[src/rtl/irq_seq_pkg.sv]
// Shared types for the entry sequencer: request source and sequence state.
// Assumes an 8-bit style status byte with disable, break and unused bits.
package irq_seq_pkg;
    typedef enum logic [1:0] {SRC_NONE, SRC_RESET, SRC_NMI, SRC_IRQ} src_t;
    typedef enum logic [2:0] {
        ST_IDLE, ST_PUSH_H, ST_PUSH_L, ST_PUSH_P,
        ST_RD_LO, ST_RD_HI, ST_RD_WAIT, ST_DONE
    } seq_st_t;
    localparam int FLAG_I = 2;
    localparam int FLAG_B = 4;
    localparam int FLAG_U = 5;
endpackage

[src/rtl/irq_seq_arb.sv]
// Priority pick among reset, non-maskable and maskable requests.
// Assumes the caller starts a sequence only at an idle boundary.
module irq_seq_arb
    import irq_seq_pkg::*;
#(
    parameter int NSRC = 4
) (
    input  logic [NSRC-1:0] irq_src,
    input  logic            nmi_pend,
    input  logic            rst_pend,
    input  logic            jammed,
    input  logic            iflag_prev,
    output src_t            pick
);
    logic irq_live;
    assign irq_live = (|irq_src) && !iflag_prev;

    // Fixed priority: reset, then (unless halted) NMI, then unmasked IRQ.
    always_comb begin
        if (rst_pend)       pick = SRC_RESET;
        else if (jammed)    pick = SRC_NONE;
        else if (nmi_pend)  pick = SRC_NMI;
        else if (irq_live)  pick = SRC_IRQ;
        else                pick = SRC_NONE;
    end
endmodule

[src/rtl/irq_seq_pend.sv]
// Holds edge-style reset and non-maskable requests until serviced.
// Assumes req pulses are single-cycle; a new pulse wins over a clear.
module irq_seq_pend
    import irq_seq_pkg::*;
(
    input  logic clk,
    input  logic rst_n,
    input  logic rst_req,
    input  logic nmi_req,
    input  logic start,
    input  src_t pick,
    input  logic drop_nmi,
    input  logic boundary,
    output logic rst_pend,
    output logic nmi_pend
);
    // Set on request, clear when the matching sequence starts or NMI is dropped.
    always_ff @(posedge clk) begin
        if (!rst_n) begin
            rst_pend <= 1'b0;
            nmi_pend <= 1'b0;
        end else begin
            rst_pend <= rst_req | (rst_pend & !(start && pick == SRC_RESET));
            nmi_pend <= nmi_req | (nmi_pend & !((start && pick == SRC_NMI) || drop_nmi));
        end
    end

    AST_NMI_HELD: assert property (@(posedge clk) disable iff (!rst_n)
        nmi_pend && !boundary |=> nmi_pend);
    AST_RST_HELD: assert property (@(posedge clk) disable iff (!rst_n)
        rst_pend && !boundary |=> rst_pend);
endmodule

[src/rtl/irq_seq_fsm.sv]
// Bus sequencer: pushes return state, fetches the vector, builds outputs.
// Assumes a memory whose read data is valid one cycle after mem_rd.
module irq_seq_fsm
    import irq_seq_pkg::*;
#(
    parameter int              DW         = 8,
    parameter logic [DW-1:0]   STACK_PAGE = 8'h01,
    parameter logic [2*DW-1:0] VEC_NMI    = 16'hFFFA,
    parameter logic [2*DW-1:0] VEC_RST    = 16'hFFFC,
    parameter logic [2*DW-1:0] VEC_IRQ    = 16'hFFFE
) (
    input  logic            clk,
    input  logic            rst_n,
    input  logic            start,
    input  src_t            kind_in,
    input  logic [2*DW-1:0] pc_in,
    input  logic [DW-1:0]   sp_in,
    input  logic [DW-1:0]   status_in,
    input  logic [DW-1:0]   mem_rdata,
    output logic [2*DW-1:0] mem_addr,
    output logic            mem_wr,
    output logic            mem_rd,
    output logic [DW-1:0]   mem_wdata,
    output logic            busy,
    output logic            load,
    output logic [2*DW-1:0] pc_out,
    output logic [DW-1:0]   sp_out,
    output logic [DW-1:0]   status_out,
    output logic            jam_clr
);
    localparam int            AW     = 2 * DW;
    localparam logic [DW-1:0] ONE    = DW'(1);
    localparam logic [DW-1:0] MASK_I = ONE << FLAG_I;
    localparam logic [DW-1:0] MASK_B = ONE << FLAG_B;
    localparam logic [DW-1:0] MASK_U = ONE << FLAG_U;

    seq_st_t         state;
    src_t            kind_q;
    logic [AW-1:0]   pc_q;
    logic [DW-1:0]   sp_q, st_q, vec_lo, vec_hi;
    logic [AW-1:0]   vec_base;
    logic [3:0]      len_q;

    // State walk plus latching of core state and fetched vector bytes.
    always_ff @(posedge clk) begin
        if (!rst_n) begin
            state  <= ST_IDLE;
            kind_q <= SRC_NONE;
            pc_q   <= '0;
            sp_q   <= '0;
            st_q   <= '0;
            vec_lo <= '0;
            vec_hi <= '0;
        end else begin
            case (state)
                ST_IDLE: if (start) begin
                    kind_q <= kind_in;
                    pc_q   <= pc_in;
                    sp_q   <= sp_in;
                    st_q   <= status_in;
                    state  <= (kind_in == SRC_RESET) ? ST_RD_LO : ST_PUSH_H;
                end
                ST_PUSH_H:  begin sp_q <= sp_q - ONE; state <= ST_PUSH_L; end
                ST_PUSH_L:  begin sp_q <= sp_q - ONE; state <= ST_PUSH_P; end
                ST_PUSH_P:  begin sp_q <= sp_q - ONE; state <= ST_RD_LO;  end
                ST_RD_LO:   state <= ST_RD_HI;
                ST_RD_HI:   begin vec_lo <= mem_rdata; state <= ST_RD_WAIT; end
                ST_RD_WAIT: begin vec_hi <= mem_rdata; state <= ST_DONE;    end
                default:    state <= ST_IDLE;
            endcase
        end
    end

    // Vector pair chosen by the latched source.
    always_comb begin
        case (kind_q)
            SRC_RESET: vec_base = VEC_RST;
            SRC_NMI:   vec_base = VEC_NMI;
            default:   vec_base = VEC_IRQ;
        endcase
    end

    // Bus strobes, address and write data per state.
    always_comb begin
        mem_wr    = 1'b0;
        mem_rd    = 1'b0;
        mem_addr  = '0;
        mem_wdata = '0;
        case (state)
            ST_PUSH_H: begin mem_wr = 1'b1; mem_addr = {STACK_PAGE, sp_q}; mem_wdata = pc_q[AW-1:DW]; end
            ST_PUSH_L: begin mem_wr = 1'b1; mem_addr = {STACK_PAGE, sp_q}; mem_wdata = pc_q[DW-1:0]; end
            ST_PUSH_P: begin mem_wr = 1'b1; mem_addr = {STACK_PAGE, sp_q}; mem_wdata = (st_q & ~MASK_B) | MASK_U; end
            ST_RD_LO:  begin mem_rd = 1'b1; mem_addr = vec_base; end
            ST_RD_HI:  begin mem_rd = 1'b1; mem_addr = vec_base + AW'(1); end
            default: ;
        endcase
    end

    // Hand-over values for the core.
    always_comb begin
        busy    = (state != ST_IDLE);
        load    = (state == ST_DONE);
        jam_clr = load && (kind_q == SRC_RESET);
        pc_out  = {vec_hi, vec_lo};
        sp_out  = sp_q;
        case (kind_q)
            SRC_RESET: status_out = MASK_I;
            SRC_IRQ:   status_out = st_q | MASK_I;
            default:   status_out = st_q;
        endcase
    end

    // Checker counter: cycles spent busy before the current one.
    always_ff @(posedge clk) begin
        if (!rst_n)               len_q <= '0;
        else if (state == ST_IDLE) len_q <= '0;
        else                       len_q <= len_q + 4'd1;
    end

    AST_STACK_PAGE: assert property (@(posedge clk) disable iff (!rst_n)
        mem_wr |-> mem_addr[AW-1:DW] == STACK_PAGE);
    AST_SP_STEP: assert property (@(posedge clk) disable iff (!rst_n)
        mem_wr && $past(mem_wr) |-> mem_addr[DW-1:0] == $past(mem_addr[DW-1:0]) - ONE);
    AST_ONE_STROBE: assert property (@(posedge clk) disable iff (!rst_n)
        !(mem_wr && mem_rd));
    AST_ENTRY_LEN: assert property (@(posedge clk) disable iff (!rst_n)
        load |-> len_q == ((kind_q == SRC_RESET) ? 4'd3 : 4'd6));
    AST_RST_NO_WRITE: assert property (@(posedge clk) disable iff (!rst_n)
        busy && kind_q == SRC_RESET |-> !mem_wr);
    AST_VEC_AREA: assert property (@(posedge clk) disable iff (!rst_n)
        mem_rd |-> mem_addr[AW-1:3] == {(AW-3){1'b1}});
endmodule

[src/rtl/irq_entry_seq.sv]
// Top: arbitrates entry requests at idle boundaries and runs the sequence.
// Assumes boundary is only raised between instructions by the core.
module irq_entry_seq
    import irq_seq_pkg::*;
#(
    parameter int NSRC = 4,
    parameter int DW   = 8
) (
    input  logic            clk,
    input  logic            rst_n,
    input  logic            boundary,
    input  logic            rst_req,
    input  logic            nmi_req,
    input  logic [NSRC-1:0] irq_src,
    input  logic            jammed,
    input  logic            iflag_prev,
    input  logic [2*DW-1:0] pc_in,
    input  logic [DW-1:0]   sp_in,
    input  logic [DW-1:0]   status_in,
    input  logic [DW-1:0]   mem_rdata,
    output logic [2*DW-1:0] mem_addr,
    output logic            mem_wr,
    output logic            mem_rd,
    output logic [DW-1:0]   mem_wdata,
    output logic            busy,
    output logic            load,
    output logic [2*DW-1:0] pc_out,
    output logic [DW-1:0]   sp_out,
    output logic [DW-1:0]   status_out,
    output logic            jam_clr
);
    src_t pick;
    logic rst_pend, nmi_pend, start, drop_nmi, idle_bnd;

    // Start only at an idle boundary with something chosen.
    assign idle_bnd = boundary && !busy;
    assign start    = idle_bnd && (pick != SRC_NONE);
    assign drop_nmi = idle_bnd && jammed && !rst_pend;

    irq_seq_pend u_pend (
        .clk(clk), .rst_n(rst_n), .rst_req(rst_req), .nmi_req(nmi_req),
        .start(start), .pick(pick), .drop_nmi(drop_nmi), .boundary(boundary),
        .rst_pend(rst_pend), .nmi_pend(nmi_pend)
    );

    irq_seq_arb #(.NSRC(NSRC)) u_arb (
        .irq_src(irq_src), .nmi_pend(nmi_pend), .rst_pend(rst_pend),
        .jammed(jammed), .iflag_prev(iflag_prev), .pick(pick)
    );

    irq_seq_fsm #(.DW(DW)) u_fsm (
        .clk(clk), .rst_n(rst_n), .start(start), .kind_in(pick),
        .pc_in(pc_in), .sp_in(sp_in), .status_in(status_in), .mem_rdata(mem_rdata),
        .mem_addr(mem_addr), .mem_wr(mem_wr), .mem_rd(mem_rd), .mem_wdata(mem_wdata),
        .busy(busy), .load(load), .pc_out(pc_out), .sp_out(sp_out),
        .status_out(status_out), .jam_clr(jam_clr)
    );

    AST_IRQ_MASKED: assert property (@(posedge clk) disable iff (!rst_n)
        start && pick == SRC_IRQ |-> !iflag_prev);
    AST_NMI_FIRST: assert property (@(posedge clk) disable iff (!rst_n)
        start && nmi_pend && !rst_pend |-> pick == SRC_NMI);
    AST_JAM_BLOCKS: assert property (@(posedge clk) disable iff (!rst_n)
        start && jammed |-> pick == SRC_RESET);
    AST_RST_FIRST: assert property (@(posedge clk) disable iff (!rst_n)
        start && rst_pend |-> pick == SRC_RESET);
    AST_NO_REENTRY: assert property (@(posedge clk) disable iff (!rst_n)
        busy && !load |=> busy);
endmodule

[config.mk]
export PLATFORM = sky130hd
export DESIGN_NAME = irq_entry_seq
export DESIGN_NICKNAME = d
export VERILOG_FILES = /design/src/rtl/irq_seq_pkg.sv /design/src/rtl/irq_seq_arb.sv /design/src/rtl/irq_seq_pend.sv /design/src/rtl/irq_seq_fsm.sv /design/src/rtl/irq_entry_seq.sv
export SDC_FILE = /design/constraint.sdc
export NUM_CORES = 1
export LEC_CHECK = 0
export BUFFER_PORTS_ARGS = -buffer_cell sky130_fd_sc_hd__buf_2
export CAP_MARGIN = 20
export CORE_MARGIN = 4
export CORE_UTILIZATION = 52
export CTS_CLUSTER_SIZE = 14
export DETAILED_ROUTE_END_ITERATION = 12
export PLACE_DENSITY = 0.91
export SYNTH_ARGS = -nofsm -noshare
export SYNTH_HDL_FRONTEND = slang
export SYNTH_HIERARCHICAL = 1
export SYNTH_SLANG_ARGS = --single-unit
[constraint.sdc]
create_clock -name clk -period 5.41 [get_ports clk]
set_input_delay 0.8115 -clock clk [delete_from_list [all_inputs] [get_ports clk]]
set_output_delay 0.8115 -clock clk [all_outputs]
set_load 0.02 [all_outputs]
==> Yosys cells after proc, flatten, opt, wreduce, memory -nomap -nowiden <==
Index checks and enable logic that the tools add are counted.
{ "word_totals": {"ff_bits": 55, "output_inout_bits": 61} }
{ "classes": {"mux": 15, "n_eq_ne": 13, "n_reduce_logical": 23, "addsub": 2, "n_bitwise": 4} }
{ "op_table": {"columns": ["cell", "count"], "rows": [
  ["$pmux 16 s3", 1],
  ["$pmux 8 s2", 2],
  ["$pmux 8 s3", 1],
  ["$pmux 3 s7", 1],
  ["$eq 3x3->1 const B", 4],
  ["$logic_and 1x1->1", 8],
  ["$mux 2", 4],
  ["$mux 8", 1],
  ["$sub 8x1->8 const B", 1],
  ["$eq 2x2->1 const B", 3],
  ["$eq 3x2->1 const B", 2],
  ["$mux 3", 2],
  ["$pmux 3 s2", 1],
  ["$add 4x2->5 const B", 1],
  ["$logic_not 1->1", 5],
  ["$eq 2x1->1 const B", 2],
  ["$reduce_and 2->1", 2],
  ["$reduce_bool 2->1", 2],
  ["$reduce_or 4->1", 1],
  ["$eq 3x1->1 const B", 1],
  ["$logic_not 3->1", 1],
  ["$reduce_bool 3->1", 1],
  ["$reduce_or 3->1", 1],
  ["$and 1x1->1", 2],
  ["other kinds (5)", 7]
]} }

==> Longest topological paths before layout <==
Gate-level depths: netlist of run 1.
{ "logic_depth": {"word_depth": 13, "ltp_mapped": 8} }

==> Cells and area by module <==
The synthesis of run 1 kept the hierarchy.
{ "modules_own_cells": {"columns": ["mod", "seq_area_each_um2", "n_inst", "cells_each", "area_each_um2"], "rows": [
  ["irq_seq_fsm", 1061.0, 1, 322, 2531.2],
  ["irq_seq_pend", 40.0, 1, 9, 88.8],
  ["irq_seq_arb", 0.0, 1, 5, 36.3],
  ["irq_entry_seq", 0.0, 1, 3, 23.8]
]} }

==> Worst setup path after synthesis of run 1 <==
OpenSTA, ideal clock, no wires.
{ "synth_timing": {"kind": "in2reg", "start": "in iflag_prev", "end": "reg u_fsm.kind_q[0]", "cell_stages": 7, "path_slack_ns": 2.544, "n_path_buf": 1, "arrival_time_ns": 2.791, "path_cell_list": "o41ai_1 nor2_1 nor3b_1 nor4b_2 clkbuf_1 nand2_1 a21boi_0"} }
{ "synth_via": {"elab_chain_len": 9} }
{ "synth_lines": {"columns": ["element", "line", "source"], "rows": [
  ["start, declared", "irq_entry_seq.sv:16", "input logic iflag_prev,"],
  ["$logic_not 1->1", "irq_seq_arb.sv:16", "assign irq_live = (|irq_src) && !iflag_prev;"],
  ["$logic_and 1x1->1", "irq_seq_arb.sv:16", null],
  ["$mux 2", "irq_seq_arb.sv:23", "else if (irq_live) pick = SRC_IRQ;"],
  ["$mux 2", "irq_seq_arb.sv:22", "else if (nmi_pend) pick = SRC_NMI;"],
  ["$mux 2", "irq_seq_arb.sv:21", "else if (jammed) pick = SRC_NONE;"],
  ["$mux 2", "irq_seq_arb.sv:20", "if (rst_pend) pick = SRC_RESET;"],
  ["$reduce_bool 2->1", "irq_entry_seq.sv:37", "assign start = idle_bnd && (pick != SRC_NONE);"],
  ["$logic_and 1x1->1", "irq_entry_seq.sv:37", null],
  ["via start", "irq_entry_seq.sv:33", "logic rst_pend, nmi_pend, start, drop_nmi, idle_bnd;"],
  ["$reduce_and 2->1 (no line)", null, null],
  ["end signal, assigned", "irq_seq_fsm.sv:57", "kind_q <= kind_in;"],
  ["end, declared", "irq_seq_fsm.sv:38", "src_t kind_q;"]
]} }
The timed path passes the listed nets, and every way through them passes these cells.
A chain may end at the register's enable or synchronous reset.

==> Worst setup path after layout of run 1 <==
{ "layout_timing": {"start": "reg u_fsm.state[2]", "end": "out mem_addr[0]"} }
{ "layout_via": {"elab_chain_len": 3, "elab_cells_between_ends": 7} }
{ "layout_lines": {"columns": ["element", "line", "source"], "rows": [
  ["start, declared", "irq_seq_fsm.sv:37", "seq_st_t state;"],
  ["start signal, assigned", "irq_seq_fsm.sv:61", "state <= (kind_in == SRC_RESET) ? ST_RD_LO : ST_PUSH_H;"],
  ["$eq 3x1->1 or $eq 3x2->1 (tied branches)", "irq_seq_fsm.sv:89", "case (state)"],
  ["$reduce_or 3->1 (no line)", null, null],
  ["$pmux 16 s3 (*)", "irq_seq_fsm.sv:89", null],
  ["end, declared", "irq_entry_seq.sv:21", "output logic [2*DW-1:0] mem_addr,"]
]} }
Every way passes the cells marked *; elsewhere a longest branch is shown, timed or not.

==> impl_metrics.toml, run 1 <==
[detailed_routing]
wl_per_cell_um = 14.0
drc = 0
wl_met3_um = 492
first_pass_iters = 4
vias_per_cell = 5.32
routed_wl_um = 6990
ant_nets = 0
drtIter0Drc = 190
route.met2.wl_um = 3530
highest_layer = "met4"
met1Wirelength_um = 2950
vias = 2660

[die]
die_h_um = 79.8
rows = 25
die_x_um = 79.8
core_um2 = 4850
boundaryPins = 112
initial_core_util_pct = 55.3
dieArea_um2 = 6370

[setup_path]
required_ns = 4.60
crit_type = "register to output pin"
cp-endpoint = "mem_addr[0]"
reg2reg_to = "u_fsm/pc_q[3]"
slowest_stage = "dfxtp_1"
r2r_setup_slack_ns = 2.65
startpoint_type = "register"
worstPathArrival_ns = 2.61
end_kind = "output pin"
cp-startpoint = "u_fsm/state[2]"
path_max_fanout = 25
critPathMaxStageDelay_ns = 0.93
rr_startpoint = "u_fsm/state[2]"
worstPathCellList = "nand2b_1 > inv_1 > nand2_1 > nand2_1 > buf_2"
reg2reg_depth = 6
crit_top_cell = "nand2_1"

[grt]
grtUsageTotal_pct = 21.9
grt-ovfl-total = 0
grt_first_pass_wirelength_um = 11200
grt_start_max_net_pins = 57
grt_pass1_vias = 2575
antenna_found_initial = 0

[timing]
fin_setup_tns_ns = 0
hold_viol = 0
clock.fmax_mhz = 293
tightest_slew_ns = 0.906
skew_ns = 0.00735
period_share_pct = 63.2
setup_viol = 0
whs_ns = 0.468
fin_crit_ns = 3.42
rsz0062_at_grt = "false"
drv_slew = 0
setup_ws_ns = 1.99
slew_headroom_pct = 39.5

[yosys]
synth_seq_area_share_pct = 41.1
yosysMostFrequentCell = "nand2_1"
ys_warn_count = 6
synthArstFlopShare_pct = 0
syn_nets = 391
synthCells = 339
syn_avg_cell_area_um2 = 7.91
yosys.cell_types.count = 42
synth_area_um2 = 2680
synth_edf_count = 0
synth_top_area_share_pct = 41.1
synth_commonest_cells = "nand2_1 (92), dfxtp_1 (55), a21boi_0 (46)"
synth_area_leaders = "dfxtp_1 (41%), a21boi_0 (13%), nand2_1 (13%), nand3_1 (4.1%), mux2_2 (2.5%)"
synth_top_cell_by_area = "dfxtp_1"
yosys_most_used_dff = "dfxtp_1"
ys_seq_elements = 55

[power_and_ir_drop]
pwr-share-clk_pct = 19.6
switchingPower_uw = 470
power.leakage_nw = 1.52
comb_power_share_pct = 36.8
p_int_uw = 712
ir_drop_mv = 0.207
switching_share_pct = 39.8
seqPwrFrac_pct = 43.7
power_density_nw_per_um2 = 357

[clock_tree]
cts_hold_buf = 0
clkTransAtPathRegs_ns = 0.10
cts_inserted_buffers = 5
cts_sinks = 55
cts_tree = "yes"
cts_root_buffer = "clkbuf_8"
insertion_delay_ns = 0.31
htree_levels = 2
ctsResizeCount = 0
clk_path_buf_depth = 2
post-cts-setup-buffer-count = 0

[layout]
area_growth_pct = 23.6
postLayoutCoreUtil_pct = 68.3
layout-drive-gt1-share_pct = 31.2
diodes = 0
fin_nets = 484
regArea_um2 = 1100
multi_input_area_um2 = 1430
fillers = 412
fin_cells = 500

[status]
run_status = "finished, final reports clean"

[min_path]
worstHoldStart = "u_fsm/pc_q[2]"
hold_class = "register to register"

[place]
io_buffers = 111
hpwl_um = 4900
place_congestion = 0.821
place_inst = 492
dp_slack_ns = 2.12

[run]
max_cap_viol_count = 0
==> critical path, delay by kind of cell (launching register included) <==
family | cells | cell delay, ns
simple gates | 3 | 0.83
buf+inv | 2 | 0.54
flops | 1 | 0.93
==> cells in the final DEF (no fill, tap or decap), types with 2 or more instances in the layout <==
cell	instances
a21boi_0	46
buf_4	3
a21oi_1	7
clkinv_4	2
dfxtp_1	55
buf_2	111
nand2_1	92
or3_1	2
nand3b_1	2
o21a_1	3
a2bb2oi_1	3
o41ai_1	3
nor3b_1	2
a22oi_1	4
nor2_1	16
nand3_1	22
and2_1	8
mux2_2	6
clkbuf_8	5
inv_1	6
o21ai_0	6
nand2b_1	3
nor2b_1	4
o311a_1	2
nor4_1	2
==> routing by layer <==
layer | vias up | track usage (%)
met5 | - | 0
met4 | 0 | 6.59
met3 | 2 | 5.53
met2 | 90 | 39.3
met1 | 1241 | 25.5
li1 | 1327 | -
==> sequential cells by signal, summed over array words and instances (netlist names), 2 cells and up <==
| register | flops |
|---|---|
| u_fsm/vec_lo | 8 |
| u_fsm/sp_out | 8 |
| u_fsm/vec_hi | 8 |
| u_fsm/pc_q | 16 |
| u_fsm/st_q | 8 |
| u_fsm/kind_q | 2 |
| u_fsm/state | 3 |
==> through the flow <==
stage / power (mW) / cell area, um^2
final: 1.18 / 3310
after detailed placement: 0.958 / 3220
after global placement: 0.946 / 3220
after global routing: 1.26 / 3310
after floorplan: 0.825 / 2680
after CTS: 1.19 / 3310
==> power by group through the flow <==
stage / clock network, mW / logic, mW / registers [mW]
final: 0.231 / 0.435 / 0.516
after global routing: 0.252 / 0.476 / 0.527
after CTS: 0.240 / 0.435 / 0.515
after detailed placement: 0 / 0.434 / 0.524
after global placement: 0 / 0.424 / 0.522
after floorplan: 0 / 0.296 / 0.529
==> cell type report <==
class | instances | area share (%)
inverter | 7 | 0.793
timing repair buffer | 114 | 17.5
clock buffer | 5 | 2.08
clock inverter | 3 | 0.756
multi-input combinational | 249 | 43.1
tap | 67 | 2.53
sequential | 55 | 33.2
==> worst min-delay path by stage <==
stage / to / cells past startpoint
final: u_fsm/pc_q[2] / 2
after global routing: u_fsm/vec_hi[2] / 2
after CTS: u_fsm/pc_q[2] / 2
after detailed placement: u_fsm/pc_q[2] / 2
after global placement: u_fsm/pc_q[5] / 2
after floorplan: u_fsm/st_q[4] / 2
==> kinds of logic (layout without fill, tap and decap cells) <==
logic type,after synthesis,after routing,share of synthesized area (%)
mux,6,6,2.52
simple gates,161,161,27.6
fa+ha+maj,1,1,0.467
compound gates,81,81,22.4
buf+inv,35,129,5.93
flops,55,55,41.1
Power figures use the tool's default switching activity.
==> run 2: changes to the inputs <==
--- a/config.mk
+++ b/config.mk
@@ -8,10 +8,10 @@
 export BUFFER_PORTS_ARGS = -buffer_cell sky130_fd_sc_hd__buf_2
 export CAP_MARGIN = 20
 export CORE_MARGIN = 4
-export CORE_UTILIZATION = 52
+export CORE_UTILIZATION = 48
 export CTS_CLUSTER_SIZE = 14
 export DETAILED_ROUTE_END_ITERATION = 12
-export PLACE_DENSITY = 0.91
+export PLACE_DENSITY = 0.85
 export SYNTH_ARGS = -nofsm -noshare
 export SYNTH_HDL_FRONTEND = slang
 export SYNTH_HIERARCHICAL = 1
==> constraint.sdc (replaced) <==
create_clock -name clk -period 3.5 [get_ports clk]
set_input_delay 0.525 -clock clk [delete_from_list [all_inputs] [get_ports clk]]
set_output_delay 0.525 -clock clk [all_outputs]
set_load 0.02 [all_outputs]
==> impl_metrics.toml, run 2 (same netlist as run 1, synthesis figures left out) <==
[status]
run_status = "finished, final reports clean"

[die]
rows = 26
dieArea_um2 = 6840
die_x_um = 82.7
core_um2 = 5270
die_h_um = 82.7
boundaryPins = 112
initial_core_util_pct = 50.9

[setup_path]
worstPathCellList = "buf_2 > o41ai_1 > nor2_1 > nor3b_1 > nor4b_4 > buf_4 > a2bb2oi_1 > a21boi_0"
crit_type = "input pin to register"
end_kind = "register"
worstPathArrival_ns = 2.84
startpoint_type = "input pin"
required_ns = 3.71
path_max_fanout = 33
slowest_stage = "o41ai_1"
critPathMaxStageDelay_ns = 0.67

[detailed_routing]
drc = 0
routed_wl_um = 6800
first_pass_iters = 4
vias = 2628
vias_per_cell = 5.19
ant_nets = 0
drtIter0Drc = 132
wl_per_cell_um = 13.4

[clock_tree]
post-cts-setup-buffer-count = 0
cts_inserted_buffers = 5
clkTransAtPathRegs_ns = 0.09
ctsResizeCount = 0
clk_path_buf_depth = 2
cts_sinks = 55
cts_hold_buf = 0
cts_root_buffer = "clkbuf_8"
cts_tree = "yes"
insertion_delay_ns = 0.29
htree_levels = 2

[power_and_ir_drop]
switchingPower_uw = 696
ir_drop_mv = 0.274
p_int_mw = 1.10
power_density_nw_per_um2 = 541
power.leakage_nw = 1.53
pwr-share-clk_pct = 18.1
comb_power_share_pct = 38.5
switching_share_pct = 38.6
seqPwrFrac_pct = 43.4
fin_total_pwr_mw = 1.80

[layout]
largest_reg_flops = 16
fin_nets = 487
top_register = "u_fsm/pc_q"
diodes = 0
mostFrequentLayoutCells = "buf_2 (111), nand2_1 (92), dfxtp_1 (55), a21boi_0 (46), nand3_1 (22)"
regArea_um2 = 1100
multi_input_area_um2 = 1430
area_growth_pct = 24.1
fin_cells = 506
final_common_cell = "buf_2"
postLayoutCellArea_um2 = 3330
fillers = 487
layout-drive-gt1-share_pct = 31.2

[grt]
antenna_found_initial = 0
grt_start_max_net_pins = 57
grt-ovfl-total = 0
grtUsageTotal_pct = 19.4
grt_pass1_vias = 2305
grt_first_pass_wirelength_um = 10400

[run]
max_cap_viol_count = 0

[timing]
hold_viol = 0
clock.fmax_mhz = 379
slew_headroom_pct = 46.2
setup_viol = 0
fin_setup_tns_ns = 0
whs_ns = 0.443
rsz0062_at_grt = "false"
period_share_pct = 75.3
tightest_slew_ns = 0.806
fin_crit_ns = 2.64
drv_slew = 0
skew_ns = 0.00633

[place]
place_congestion = 0.801
hpwl_um = 4860
place_inst = 498
postPlaceCellArea_um2 = 3240
io_buffers = 111

[min_path]
hold_class = "input pin to register"
## run 2: path summary, 6_finish.rpt
kind                                      start         endpoint  slack [ns]  cells after the start
worst max register to register  u_pend/nmi_pend  u_fsm/sp_out[3]        0.88                      7
worst max-delay path                 iflag_prev  u_fsm/sp_out[3]        0.86                      8
worst min-delay path                    nmi_req  u_pend/nmi_pend        0.44                      3
worst min register to register    u_fsm/st_q[5]    u_fsm/st_q[5]        0.46                      2
## run 2: final cells by class
type	instances	share of cell area [%]
repair buffers	117	18.1
well taps	70	2.63
clock buffers	7	2.29
inverters	7	0.790
flip-flops and latches	55	33.1
multi-input cells	249	43.0
clock inverters	1	0.150
## run 2: critical path, delay by kind of cell
kind	cells	cell delay, ns
buffers and inverters	2	0.47
AOI/OAI and AO/OA	3	0.98
and+or+nand+nor	3	0.87
## run 2: through the flow
step           util (%)  setup slack [ns]
2_1_floorplan         -             0.890
3_3_place_gp       61.6             0.694
3_5_place_dp       61.6             0.556
4_1_cts            63.1             0.866
5_1_grt            63.1             0.514
6_report           63.1             0.865
## run 2: metal layers
| layer | wire (um) | GRT usage [%] | vias to the layer above |
|---|---|---|---|
| met5 | 0 | 0 | - |
| met4 | 72 | 5.88 | 0 |
| met1 | 2950 | 25.1 | 1169 |
| met2 | 3220 | 32.9 | 114 |
| li1 | - | - | 1338 |
| met3 | 554 | 3.15 | 7 |
## run 2: power groups by stage
stage | clock network, mW | logic (mW) | registers, mW
final | 0.326 | 0.693 | 0.781
after global placement | 0 | 0.682 | 0.790
after CTS | 0.343 | 0.700 | 0.780
after detailed placement | 0 | 0.697 | 0.795
after global routing | 0.360 | 0.767 | 0.795
after floorplan | 0 | 0.457 | 0.818
